===== config.mk =====
export PLATFORM = sky130hd
export DESIGN_NAME = uart_irq_ctrl
export DESIGN_NICKNAME = d
export VERILOG_FILES = /design/src/rtl/uart_irq_pkg.sv /design/src/rtl/uart_irq_tx_src.sv /design/src/rtl/uart_irq_rx_src.sv /design/src/rtl/uart_irq_msr_src.sv /design/src/rtl/uart_irq_prio.sv /design/src/rtl/uart_irq_ctrl.sv
export SDC_FILE = /design/constraint.sdc
export NUM_CORES = 1
export LEC_CHECK = 0
export BUFFER_PORTS_ARGS = -buffer_cell sky130_fd_sc_hd__buf_2
export CAP_MARGIN = 5
export CORE_MARGIN = 8
export CORE_UTILIZATION = 35
export CTS_CLUSTER_SIZE = 14
export DETAILED_ROUTE_END_ITERATION = 8
export HOLD_SLACK_MARGIN = 0.05
export SLEW_MARGIN = 15
export SYNTH_ARGS = -nofsm -noshare
export SYNTH_HDL_FRONTEND = slang
export SYNTH_SLANG_ARGS = --single-unit

===== constraint.sdc =====
create_clock -name clk -period 2.8 [get_ports clk]
set_clock_uncertainty 0.15 [all_clocks]
set_input_delay 0.14 -clock clk [delete_from_list [all_inputs] [get_ports clk]]
set_output_delay 0.14 -clock clk [all_outputs]
set_load 0.02 [all_outputs]

===== src/rtl/uart_irq_pkg.sv =====
// Shared types for the UART interrupt request controller.
// Assumes: the source codes are seen by software, so their values are fixed.
package uart_irq_pkg;

    // Source identification codes; 3'b000 means nothing is pending.
    typedef enum logic [2:0] {
        ID_NONE   = 3'b000,
        ID_MODEM  = 3'b001,
        ID_TXE    = 3'b010,
        ID_TXC    = 3'b011,
        ID_RXDATA = 3'b100,
        ID_RXTO   = 3'b101,
        ID_LINE   = 3'b110
    } irq_id_e;

    // Bit positions inside the enable vector.
    localparam int IE_RX    = 0;
    localparam int IE_TXE   = 1;
    localparam int IE_LINE  = 2;
    localparam int IE_MODEM = 3;
    localparam int IE_TXC   = 4;
    localparam int IE_W     = 5;

    // Next-state pending flags handed from the source trackers to the encoder.
    typedef struct packed {
        logic line;
        logic rxd;
        logic rxto;
        logic txe;
        logic txc;
        logic modem;
    } irq_src_t;

endpackage


===== src/rtl/uart_irq_tx_src.sv =====
// Transmit-side interrupt sources: hold-register empty and shift complete.
// Assumes: thr_empty_i falls in the cycle after a thr_wr_i strobe, and
// tsr_done_i is a single-cycle pulse. Outputs are next-state values.
module uart_irq_tx_src (
    input  logic clk,
    input  logic rst_n,
    input  logic thr_empty_i,
    input  logic tsr_done_i,
    input  logic thr_wr_i,
    output logic txe_nxt_o,
    output logic txc_nxt_o
);

    logic txc_q;
    logic txc_d;

    // Hold-empty is a level; a write in flight masks it.
    always_comb begin
        txe_nxt_o = thr_empty_i && !thr_wr_i;
    end

    // Transmit complete: set by the shift-done pulse, a write has priority.
    always_comb begin
        txc_d = txc_q;
        if (thr_wr_i) begin
            txc_d = 1'b0;
        end else if (tsr_done_i) begin
            txc_d = 1'b1;
        end
        txc_nxt_o = txc_d;
    end

    // Holds the latched transmit-complete condition.
    always_ff @(posedge clk) begin
        if (!rst_n) begin
            txc_q <= 1'b0;
        end else begin
            txc_q <= txc_d;
        end
    end

endmodule


===== src/rtl/uart_irq_rx_src.sv =====
// Receive-side interrupt sources: data-ready, idle timeout, line status.
// Assumes: rx_count_i and head_err_i move to the post-read values in the
// cycle after an rbr_rd_i strobe; rx_timeout_i is a single-cycle pulse;
// rx_trig_i is at least 1 in FIFO mode. Outputs are next-state values.
module uart_irq_rx_src #(
    parameter int CNT_W = 5,
    parameter int ERR_W = 4
) (
    input  logic             clk,
    input  logic             rst_n,
    input  logic             fifo_en_i,
    input  logic [CNT_W-1:0] rx_count_i,
    input  logic [CNT_W-1:0] rx_trig_i,
    input  logic             rx_timeout_i,
    input  logic             rbr_rd_i,
    input  logic [ERR_W-1:0] head_err_i,
    input  logic             lsr_rd_i,
    output logic             rxd_nxt_o,
    output logic             rxto_nxt_o,
    output logic             line_nxt_o
);

    localparam logic [CNT_W-1:0] CNT_ZERO = '0;

    logic [CNT_W-1:0] eff_cnt;
    logic             rd_take;
    logic             to_q;
    logic             to_d;
    logic             line_q;
    logic             line_d;
    logic             err_any;
    logic             err_any_q;
    logic             rd_q;

    // Count as it will be once a read in this cycle has taken its byte.
    always_comb begin
        rd_take = rbr_rd_i && (rx_count_i != CNT_ZERO);
        eff_cnt = rx_count_i - {{(CNT_W-1){1'b0}}, rd_take};
    end

    // Data-ready is a level on the effective count; mode picks the rule.
    always_comb begin
        if (fifo_en_i) begin
            rxd_nxt_o = (eff_cnt >= rx_trig_i);
        end else begin
            rxd_nxt_o = (eff_cnt != CNT_ZERO);
        end
    end

    // Timeout latches below the trigger and drops only when storage is empty.
    always_comb begin
        to_d = to_q;
        if (!fifo_en_i || eff_cnt == CNT_ZERO) begin
            to_d = 1'b0;
        end else if (rx_timeout_i && eff_cnt < rx_trig_i) begin
            to_d = 1'b1;
        end
        rxto_nxt_o = to_d;
    end

    // Line status arms when an error byte newly reaches the head.
    always_comb begin
        err_any = |head_err_i;
        line_d  = line_q;
        if (lsr_rd_i || !err_any) begin
            line_d = 1'b0;
        end else if (!err_any_q || rd_q) begin
            line_d = 1'b1;
        end
        line_nxt_o = line_d;
    end

    // Holds the latched timeout and line-status state and the head history.
    always_ff @(posedge clk) begin
        if (!rst_n) begin
            to_q      <= 1'b0;
            line_q    <= 1'b0;
            err_any_q <= 1'b0;
            rd_q      <= 1'b0;
        end else begin
            to_q      <= to_d;
            line_q    <= line_d;
            err_any_q <= err_any;
            rd_q      <= rbr_rd_i;
        end
    end

endmodule


===== src/rtl/uart_irq_msr_src.sv =====
// Modem-status interrupt source with input synchronizer and change detect.
// Assumes: modem_i may be asynchronous; comparison is suppressed until the
// synchronizer and reference register hold real samples after reset.
module uart_irq_msr_src #(
    parameter int MOD_W = 4
) (
    input  logic             clk,
    input  logic             rst_n,
    input  logic [MOD_W-1:0] modem_i,
    input  logic             msr_rd_i,
    output logic             ms_nxt_o,
    output logic             delta_o
);

    localparam int VLD_W = 3;

    logic [MOD_W-1:0] sync1_q;
    logic [MOD_W-1:0] sync2_q;
    logic [MOD_W-1:0] last_q;
    logic [VLD_W-1:0] vld_q;
    logic             ms_q;
    logic             ms_d;

    // Change against the last sampled value, once the pipeline is primed.
    always_comb begin
        delta_o = vld_q[VLD_W-1] && (sync2_q != last_q);
    end

    // Pending flag: a detected change wins over a status read.
    always_comb begin
        ms_d = ms_q;
        if (delta_o) begin
            ms_d = 1'b1;
        end else if (msr_rd_i) begin
            ms_d = 1'b0;
        end
        ms_nxt_o = ms_d;
    end

    // Two-stage synchronizer, reference register and priming shift.
    always_ff @(posedge clk) begin
        if (!rst_n) begin
            sync1_q <= '0;
            sync2_q <= '0;
            last_q  <= '0;
            vld_q   <= '0;
            ms_q    <= 1'b0;
        end else begin
            sync1_q <= modem_i;
            sync2_q <= sync1_q;
            last_q  <= sync2_q;
            vld_q   <= {vld_q[VLD_W-2:0], 1'b1};
            ms_q    <= ms_d;
        end
    end

endmodule


===== src/rtl/uart_irq_prio.sv =====
// Enable gating, fixed-priority source encoding and output registers.
// Assumes: src_i carries next-state pending values, so outputs follow a
// set or clear by exactly one cycle.
module uart_irq_prio
    import uart_irq_pkg::*;
(
    input  logic            clk,
    input  logic            rst_n,
    input  irq_src_t        src_i,
    input  logic [IE_W-1:0] ier_i,
    output logic            irq_o,
    output irq_id_e         id_o
);

    irq_src_t gated;
    irq_id_e  id_d;
    logic     any_d;
    irq_id_e  id_q;
    logic     irq_q;

    // Apply per-source enables; receive data and timeout share one bit.
    always_comb begin
        gated.line  = src_i.line  && ier_i[IE_LINE];
        gated.rxd   = src_i.rxd   && ier_i[IE_RX];
        gated.rxto  = src_i.rxto  && ier_i[IE_RX];
        gated.txe   = src_i.txe   && ier_i[IE_TXE];
        gated.txc   = src_i.txc   && ier_i[IE_TXC];
        gated.modem = src_i.modem && ier_i[IE_MODEM];
        any_d       = |gated;
    end

    // Pick the highest-ranked enabled source.
    always_comb begin
        if (gated.line) begin
            id_d = ID_LINE;
        end else if (gated.rxd) begin
            id_d = ID_RXDATA;
        end else if (gated.rxto) begin
            id_d = ID_RXTO;
        end else if (gated.txe) begin
            id_d = ID_TXE;
        end else if (gated.txc) begin
            id_d = ID_TXC;
        end else if (gated.modem) begin
            id_d = ID_MODEM;
        end else begin
            id_d = ID_NONE;
        end
    end

    // Register the request and the code together.
    always_ff @(posedge clk) begin
        if (!rst_n) begin
            irq_q <= 1'b0;
            id_q  <= ID_NONE;
        end else begin
            irq_q <= any_d;
            id_q  <= id_d;
        end
    end

    assign irq_o = irq_q;
    assign id_o  = id_q;

endmodule


===== src/rtl/uart_irq_ctrl.sv =====
// Top of the UART interrupt request controller: connects the transmit,
// receive and modem source trackers to the priority encoder.
// Assumes: all strobes are single-cycle and synchronous to clk.
module uart_irq_ctrl
    import uart_irq_pkg::*;
#(
    parameter int CNT_W = 5,
    parameter int ERR_W = 4,
    parameter int MOD_W = 4
) (
    input  logic             clk,
    input  logic             rst_n,
    input  logic [4:0]       ier_i,
    input  logic             fifo_en_i,
    input  logic             thr_empty_i,
    input  logic             tsr_done_i,
    input  logic             thr_wr_i,
    input  logic [CNT_W-1:0] rx_count_i,
    input  logic [CNT_W-1:0] rx_trig_i,
    input  logic             rx_timeout_i,
    input  logic             rbr_rd_i,
    input  logic [ERR_W-1:0] head_err_i,
    input  logic             lsr_rd_i,
    input  logic [MOD_W-1:0] modem_i,
    input  logic             msr_rd_i,
    output logic             irq_o,
    output logic [2:0]       id_o
);

    irq_src_t src;
    irq_id_e  id_enc;
    logic     ms_delta;

    uart_irq_tx_src u_tx (
        .clk        (clk),
        .rst_n      (rst_n),
        .thr_empty_i(thr_empty_i),
        .tsr_done_i (tsr_done_i),
        .thr_wr_i   (thr_wr_i),
        .txe_nxt_o  (src.txe),
        .txc_nxt_o  (src.txc)
    );

    uart_irq_rx_src #(
        .CNT_W(CNT_W),
        .ERR_W(ERR_W)
    ) u_rx (
        .clk         (clk),
        .rst_n       (rst_n),
        .fifo_en_i   (fifo_en_i),
        .rx_count_i  (rx_count_i),
        .rx_trig_i   (rx_trig_i),
        .rx_timeout_i(rx_timeout_i),
        .rbr_rd_i    (rbr_rd_i),
        .head_err_i  (head_err_i),
        .lsr_rd_i    (lsr_rd_i),
        .rxd_nxt_o   (src.rxd),
        .rxto_nxt_o  (src.rxto),
        .line_nxt_o  (src.line)
    );

    uart_irq_msr_src #(
        .MOD_W(MOD_W)
    ) u_ms (
        .clk     (clk),
        .rst_n   (rst_n),
        .modem_i (modem_i),
        .msr_rd_i(msr_rd_i),
        .ms_nxt_o(src.modem),
        .delta_o (ms_delta)
    );

    uart_irq_prio u_prio (
        .clk  (clk),
        .rst_n(rst_n),
        .src_i(src),
        .ier_i(ier_i),
        .irq_o(irq_o),
        .id_o (id_enc)
    );

    assign id_o = id_enc;

endmodule


# Yosys cells after proc, flatten, opt, wreduce, memory -nomap -nowiden
# Cells that the tools add are included.
[totals] ff_bits=25 latch_bits=0 ramBits=0 mem_bits_ro=0 input_bits=33 out_inout_bits=4 wordCells=58 memories=0
[op_classes] n_addsub=1 n_mul=0 n_div=0 n_lt_le_gt_ge=2 n_eq_ne=1 n_shift=0 mux=16 n_bitwise=1 n_reduce_logical=23
[op_table] op="2-to-1 mux 3 bit" n=5
[op_table] op="2-to-1 mux 1 bit" n=11
[op_table] op="logical AND 1 bit" n=10
[op_table] op="nonzero test 5 bit" n=2
[op_table] op="OR reduction 6 bit" n=1
[op_table] op="greater-or-equal comparator 5 bit" n=1
[op_table] op="zero test 5 bit" n=1
[op_table] op="less-than comparator 5 bit" n=1
[op_table] op="subtractor 5 x 1 -> 5 bit" n=1
[op_table] op="zero test 1 bit" n=4
[op_table] op="!= test 4 bit" n=1
[op_table] op="OR reduction 4 bit" n=1
[op_table] op="logical OR 1 bit" n=3
[op_table] op="OR reduction 3 bit" n=1
[op_table] op="inverter 1 bit" n=1

# Longest topological paths before layout
[depth] word_depth=11 ltp_mapped=12 mapped_depth_nobuf=12

# Cells and area by module
# Synthesis repeated with hierarchy kept, for this count alone.
[hier_totals] hier_cells=110 hier_area_um2=1072.3
[modules_own_cells] module="uart_irq_msr_src" n_inst=1 cells_each=40 area_each_um2=485.5 seq_area_each_um2=320.3
[modules_own_cells] module="uart_irq_rx_src" n_inst=1 cells_each=46 area_each_um2=372.9 seq_area_each_um2=80.1
[modules_own_cells] module="uart_irq_prio" n_inst=1 cells_each=19 area_each_um2=167.7 seq_area_each_um2=80.1
[modules_own_cells] module="uart_irq_tx_src" n_inst=1 cells_each=5 area_each_um2=46.3 seq_area_each_um2=20.0

# Worst setup path before layout
# No wires, ideal clock.
[synth_path] kind="input -> register" start="in rx_count_i[0]" end="reg u_prio.irq_q, in the netlist u_prio.irq_o" setup_ns=0.120 arrival_time_ns=2.039 required_time_ns=2.530 setup_slack_ns=0.491 cell_stages=11 n_path_buf=0 path_cell_list="nor3_1 a21boi_0 ha_1 ha_1 xor2_1 ha_1 a21oi_1 o21ai_0 o21ai_0 o21ai_1 o31a_1"
[synth_via] elab_chain_cells=9 word_cells_on_any_way=15 cone_classes="add/sub: 1; order compare: 2; mux: 3; reduce/logical: 9"
[synth_rtl] item="from (decl)" line="uart_irq_ctrl.sv:18" source="input logic [CNT_W-1:0] rx_count_i,"
[synth_rtl] item="nonzero test 5 bit" line="uart_irq_rx_src.sv:37" source="rd_take = rbr_rd_i && (rx_count_i != CNT_ZERO);"
[synth_rtl] item="logical AND 1 bit" line="uart_irq_rx_src.sv:37"
[synth_rtl] item="subtractor 5 x 1 -> 5 bit *" line="uart_irq_rx_src.sv:38" source="eff_cnt = rx_count_i - {{(CNT_W-1){1'b0}}, rd_take};"
[synth_rtl] item="less-than comparator 5 bit" line="uart_irq_rx_src.sv:55" source="end else if (rx_timeout_i && eff_cnt < rx_trig_i) begin"
[synth_rtl] item="logical AND 1 bit" line="uart_irq_rx_src.sv:55"
[synth_rtl] item="2-to-1 mux 1 bit" line="uart_irq_rx_src.sv:55"
[synth_rtl] item="2-to-1 mux 1 bit" line="uart_irq_rx_src.sv:53" source="if (!fifo_en_i || eff_cnt == CNT_ZERO) begin"
[synth_rtl] item="logical AND 1 bit" line="uart_irq_prio.sv:25" source="gated.rxto = src_i.rxto && ier_i[IE_RX];"
[synth_rtl] item="OR reduction 6 bit *" line="uart_irq_prio.sv:29" source="any_d = |gated;"
[synth_rtl] item="to (signal assigned)" line="uart_irq_prio.sv:57" source="irq_q <= any_d;"
[synth_rtl] item="to (decl)" line="uart_irq_prio.sv:19" source="logic irq_q;"
# Mark *: on every way between the ends. The rest lies on a longest branch, timed or not.
# A chain may end at the register's enable or synchronous reset.

# Worst setup path in the final report
[layout_path] start="in rbr_rd_i" end="reg u_prio.irq_q, in the netlist u_prio.irq_o"
[layout_via] elab_chain_cells=8 word_cells_on_any_way=14 cone_classes="add/sub: 1; order compare: 2; mux: 3; reduce/logical: 8"
[layout_rtl] item="from (decl)" line="uart_irq_ctrl.sv:21" source="input logic rbr_rd_i,"
[layout_rtl] item="logical AND 1 bit *" line="uart_irq_rx_src.sv:37"
[layout_rtl] item="subtractor 5 x 1 -> 5 bit *" line="uart_irq_rx_src.sv:38"
[layout_rtl] item="less-than comparator 5 bit" line="uart_irq_rx_src.sv:55"
[layout_rtl] item="logical AND 1 bit" line="uart_irq_rx_src.sv:55"
[layout_rtl] item="2-to-1 mux 1 bit" line="uart_irq_rx_src.sv:55"
[layout_rtl] item="2-to-1 mux 1 bit" line="uart_irq_rx_src.sv:53"
[layout_rtl] item="logical AND 1 bit" line="uart_irq_prio.sv:25"
[layout_rtl] item="OR reduction 6 bit *" line="uart_irq_prio.sv:29"
# Marked as above.

==> impl_metrics.json <==
{
  "fin_crit_ps": 2620,
  "path_max_fanout": 3,
  "insertedDiodeCount": 0,
  "preCtsSetupSlack_ps": 92.4,
  "drv_cap": 0,
  "r2r-start": "u_tx.txc_q",
  "core_area_um2": 3000,
  "synth_fp_nets": 153,
  "hold_class": "input port to flop",
  "gp_congestion": 0.860,
  "drive_gt1_frac": 0.297,
  "wl_per_cell_um": 11.8,
  "cp_data_required_time_ps": 2860,
  "vdd_drop_max_v": 0.000317,
  "post-cts-setup-buffers": 0,
  "worst_slew_pin_slew_ps": 272,
  "gr-usage-all-layers": 0.0965,
  "drtPass1Iterations": 4,
  "portBuffers": 36,
  "cp.arrival_ps": 2680,
  "cts.sink_count": 25,
  "drt_iter0_drc": 18,
  "fillerInstances": 297,
  "startpoint": "rbr_rd_i",
  "relSlewSlack": 0.819,
  "grt_max_degree": 23,
  "post-dp-hpwl_mm": 1.84,
  "dieWidth_um": 71.8,
  "tritoncts": "done",
  "wl_mm": 2.34,
  "cts_made_buffers": 3,
  "setup_viol": 0,
  "ioPinCount": 37,
  "first_global_vias": 967,
  "p_leak_nw": 0.676,
  "num_vias": 915,
  "synth.area.top_cells": "dfxtp_1, and2_1, ha_1",
  "fin_total_pwr_w": 0.000671,
  "ant_nets": 0,
  "synth_top_area_cell": "dfxtp_1",
  "synth_top_area_frac": 0.460,
  "maxSlewViolCount": 0,
  "fmax_mhz": 382,
  "start_util": 0.363,
  "crit_type": "input port to flop",
  "drc": 0,
  "synth-seq-area-share": 0.460,
  "die_h_um": 71.8,
  "cts_buffer_depth": 2,
  "nNetsFinal": 206,
  "worst_slack_ps": 183,
  "syn_to_final_growth_pct": 36.9,
  "antenna_found_initial": 0,
  "dpl.cell_count": 180,
  "dieArea_um2": 5150,
  "overflow": 0,
  "synth.distinct_cells": 34,
  "synth_area_um2": 1090,
  "critPathLaunchType": "input port",
  "fin_cells": 198,
  "grt_first_pass_wirelength_mm": 4.06,
  "path_clk_slew_ps": 130,
  "ys_seq_elements": 25,
  "status": "finished clean",
  "rows": 20,
  "yosysWarnings": 0,
  "vias_per_cell": 4.62,
  "critPathCaptureType": "flop",
  "htree_levels": 1,
  "clock_latency_ps": 320,
  "syn_avg_cell_area_um2": 9.63,
  "postSynthCellCount": 113,
  "hold_viol": 0,
  "min_period_over_period": 0.935,
  "power_density_nw_per_um2": 451,
  "root_buffer": "clkbuf_4",
  "min-delay-start": "ier_i[4]"
}
cells in the mapped netlist:
| cell type | n |
|---|---|
| a22oi_1 | 1 |
| nand4_1 | 3 |
| a32oi_1 | 1 |
| o31a_1 | 1 |
| and2_1 | 19 |
| or4_1 | 1 |
| o21ba_2 | 1 |
| or2_1 | 1 |
| o2bb2ai_1 | 1 |
| o21ai_1 | 1 |
| nand2b_1 | 1 |
| dfxtp_1 | 25 |
| nand3b_1 | 1 |
| a21boi_0 | 1 |
| inv_1 | 8 |
| nor2b_1 | 2 |
| and2_2 | 1 |
| o31ai_2 | 1 |
| o21bai_1 | 1 |
| a21oi_1 | 3 |
| o21ai_0 | 4 |
| nor3_1 | 3 |
| a21bo_2 | 1 |
| nor2_1 | 4 |
| xnor2_1 | 5 |
| nand2_1 | 4 |
| xor2_1 | 2 |
| or3_1 | 1 |
| and3_4 | 1 |
| clkbuf_1 | 2 |
| ha_1 | 7 |
| nand3_1 | 2 |
| nor3b_1 | 2 |
| o21a_1 | 1 |
registers in the layout, summed over array words and instances, names as in the netlist:
register        count
u_tx.txc_q          1
u_ms.sync2_q        4
u_ms.vld_q          3
u_rx.err_any_q      1
u_ms.ms_q           1
u_ms.sync1_q        4
u_rx.rd_q           1
u_prio.id_o         3
u_rx.to_q           1
u_rx.line_q         1
u_ms.last_q         4
u_prio.irq_o        1
power breakdown:
group          internal [W]  total (W)  switching, W
Sequential         0.000374   0.000379    0.00000553
Clock             0.0000579   0.000164      0.000106
Combinational     0.0000685   0.000128     0.0000591
Total              0.000500   0.000671      0.000171
worst max-delay path, stage by stage:
cell and delay [ps]:
dlygate4sd3_1 530, buf_2 110, a21boi_2 150, ha_2 190, nor3b_1 220, xor2_1 270, ha_1 290, nand4_1 80
o21ai_0 100, o21ai_1 190, o21ai_1 120, o31a_1 290
timing repair:
action	4_1_cts	5_1_grt
resized for setup	0	7
hold buffers	14	0
hold endpoints to repair	14	0
endpoints found under the setup margin	0	4
kinds of logic after synthesis:
logic type | count (synthesis) | synth area share
adder cells (fa/ha/maj) | 7 | 0.0805
AND/OR/NAND/NOR | 46 | 0.251
AO/OA/AOI/OAI | 18 | 0.118
buffers and inverters | 10 | 0.0345
XOR/XNOR | 7 | 0.0563
flip-flops | 25 | 0.460
placed cells by master (no fill, tap or decap), drive strengths merged:
cell type,netlist,routed
ha,7,7
o31ai,1,1
dfxtp,25,25
o2bb2ai,1,1
nand2,4,4
nand3b,1,1
nand3,2,2
or3,1,1
o21ai,5,5
and2,20,20
a21oi,3,3
o31a,1,1
clkbuf,2,3
nor2,4,4
and3,1,1
a21boi,1,1
o21ba,1,1
nand4,3,3
a21bo,1,1
dlygate4sd3,0,14
nor3,3,3
buf,0,36
xnor2,5,5
or2,1,1
a32oi,1,1
or4,1,1
nand2b,1,1
o21bai,1,1
nor2b,2,2
a22oi,1,1
nor3b,2,2
inv,8,9
xor2,2,2
o21a,1,1
layer usage:
| layer | routed length, um | global-route usage | part of all wire | up-vias |
|---|---|---|---|---|
| li1 | - | - | - | 486 |
| met1 | 1090 | 0.110 | 0.46 | 408 |
| met2 | 1140 | 0.170 | 0.49 | 19 |
| met3 | 108 | 0.0349 | 0.046 | 2 |
| met4 | 10 | 0.0136 | 0.0043 | 0 |
| met5 | 0 | 0 | 0 | - |
stage by stage:
step                      TNS, ps  instance area [um2]   util  hold WS (ps)
after global routing        -46.0                 1490  0.496          55.6
final                           0                 1490  0.496          67.0
after CTS                       0                 1470  0.491          50.5
after floorplan                 0                 1090      -          17.7
after detailed placement        0                 1300  0.434           201
after global placement          0                 1300  0.434           198
path summary, 6_finish.rpt:
check	endpoint	slack [ps]	cells after the start
worst min register to register	u_ms.sync2_q[2]	300	1
worst max-delay path	u_prio.irq_o	180	12
worst max register to register	u_prio.irq_o	1230	5
worst min-delay path	u_prio.id_o[1]	70	4
area by class of cell:
class                   instances  area, um2  share of cell area
flip-flops and latches         25        500               0.336
clock inverters                 1       8.76             0.00588
repair buffers                 50        320               0.215
multi-input cells              78        567               0.380
clock buffers                   3       22.5              0.0151
inverters                       8       30.0              0.0202
well taps                      33       41.3              0.0277
No activity file was read; power rests on OpenSTA's default activity.
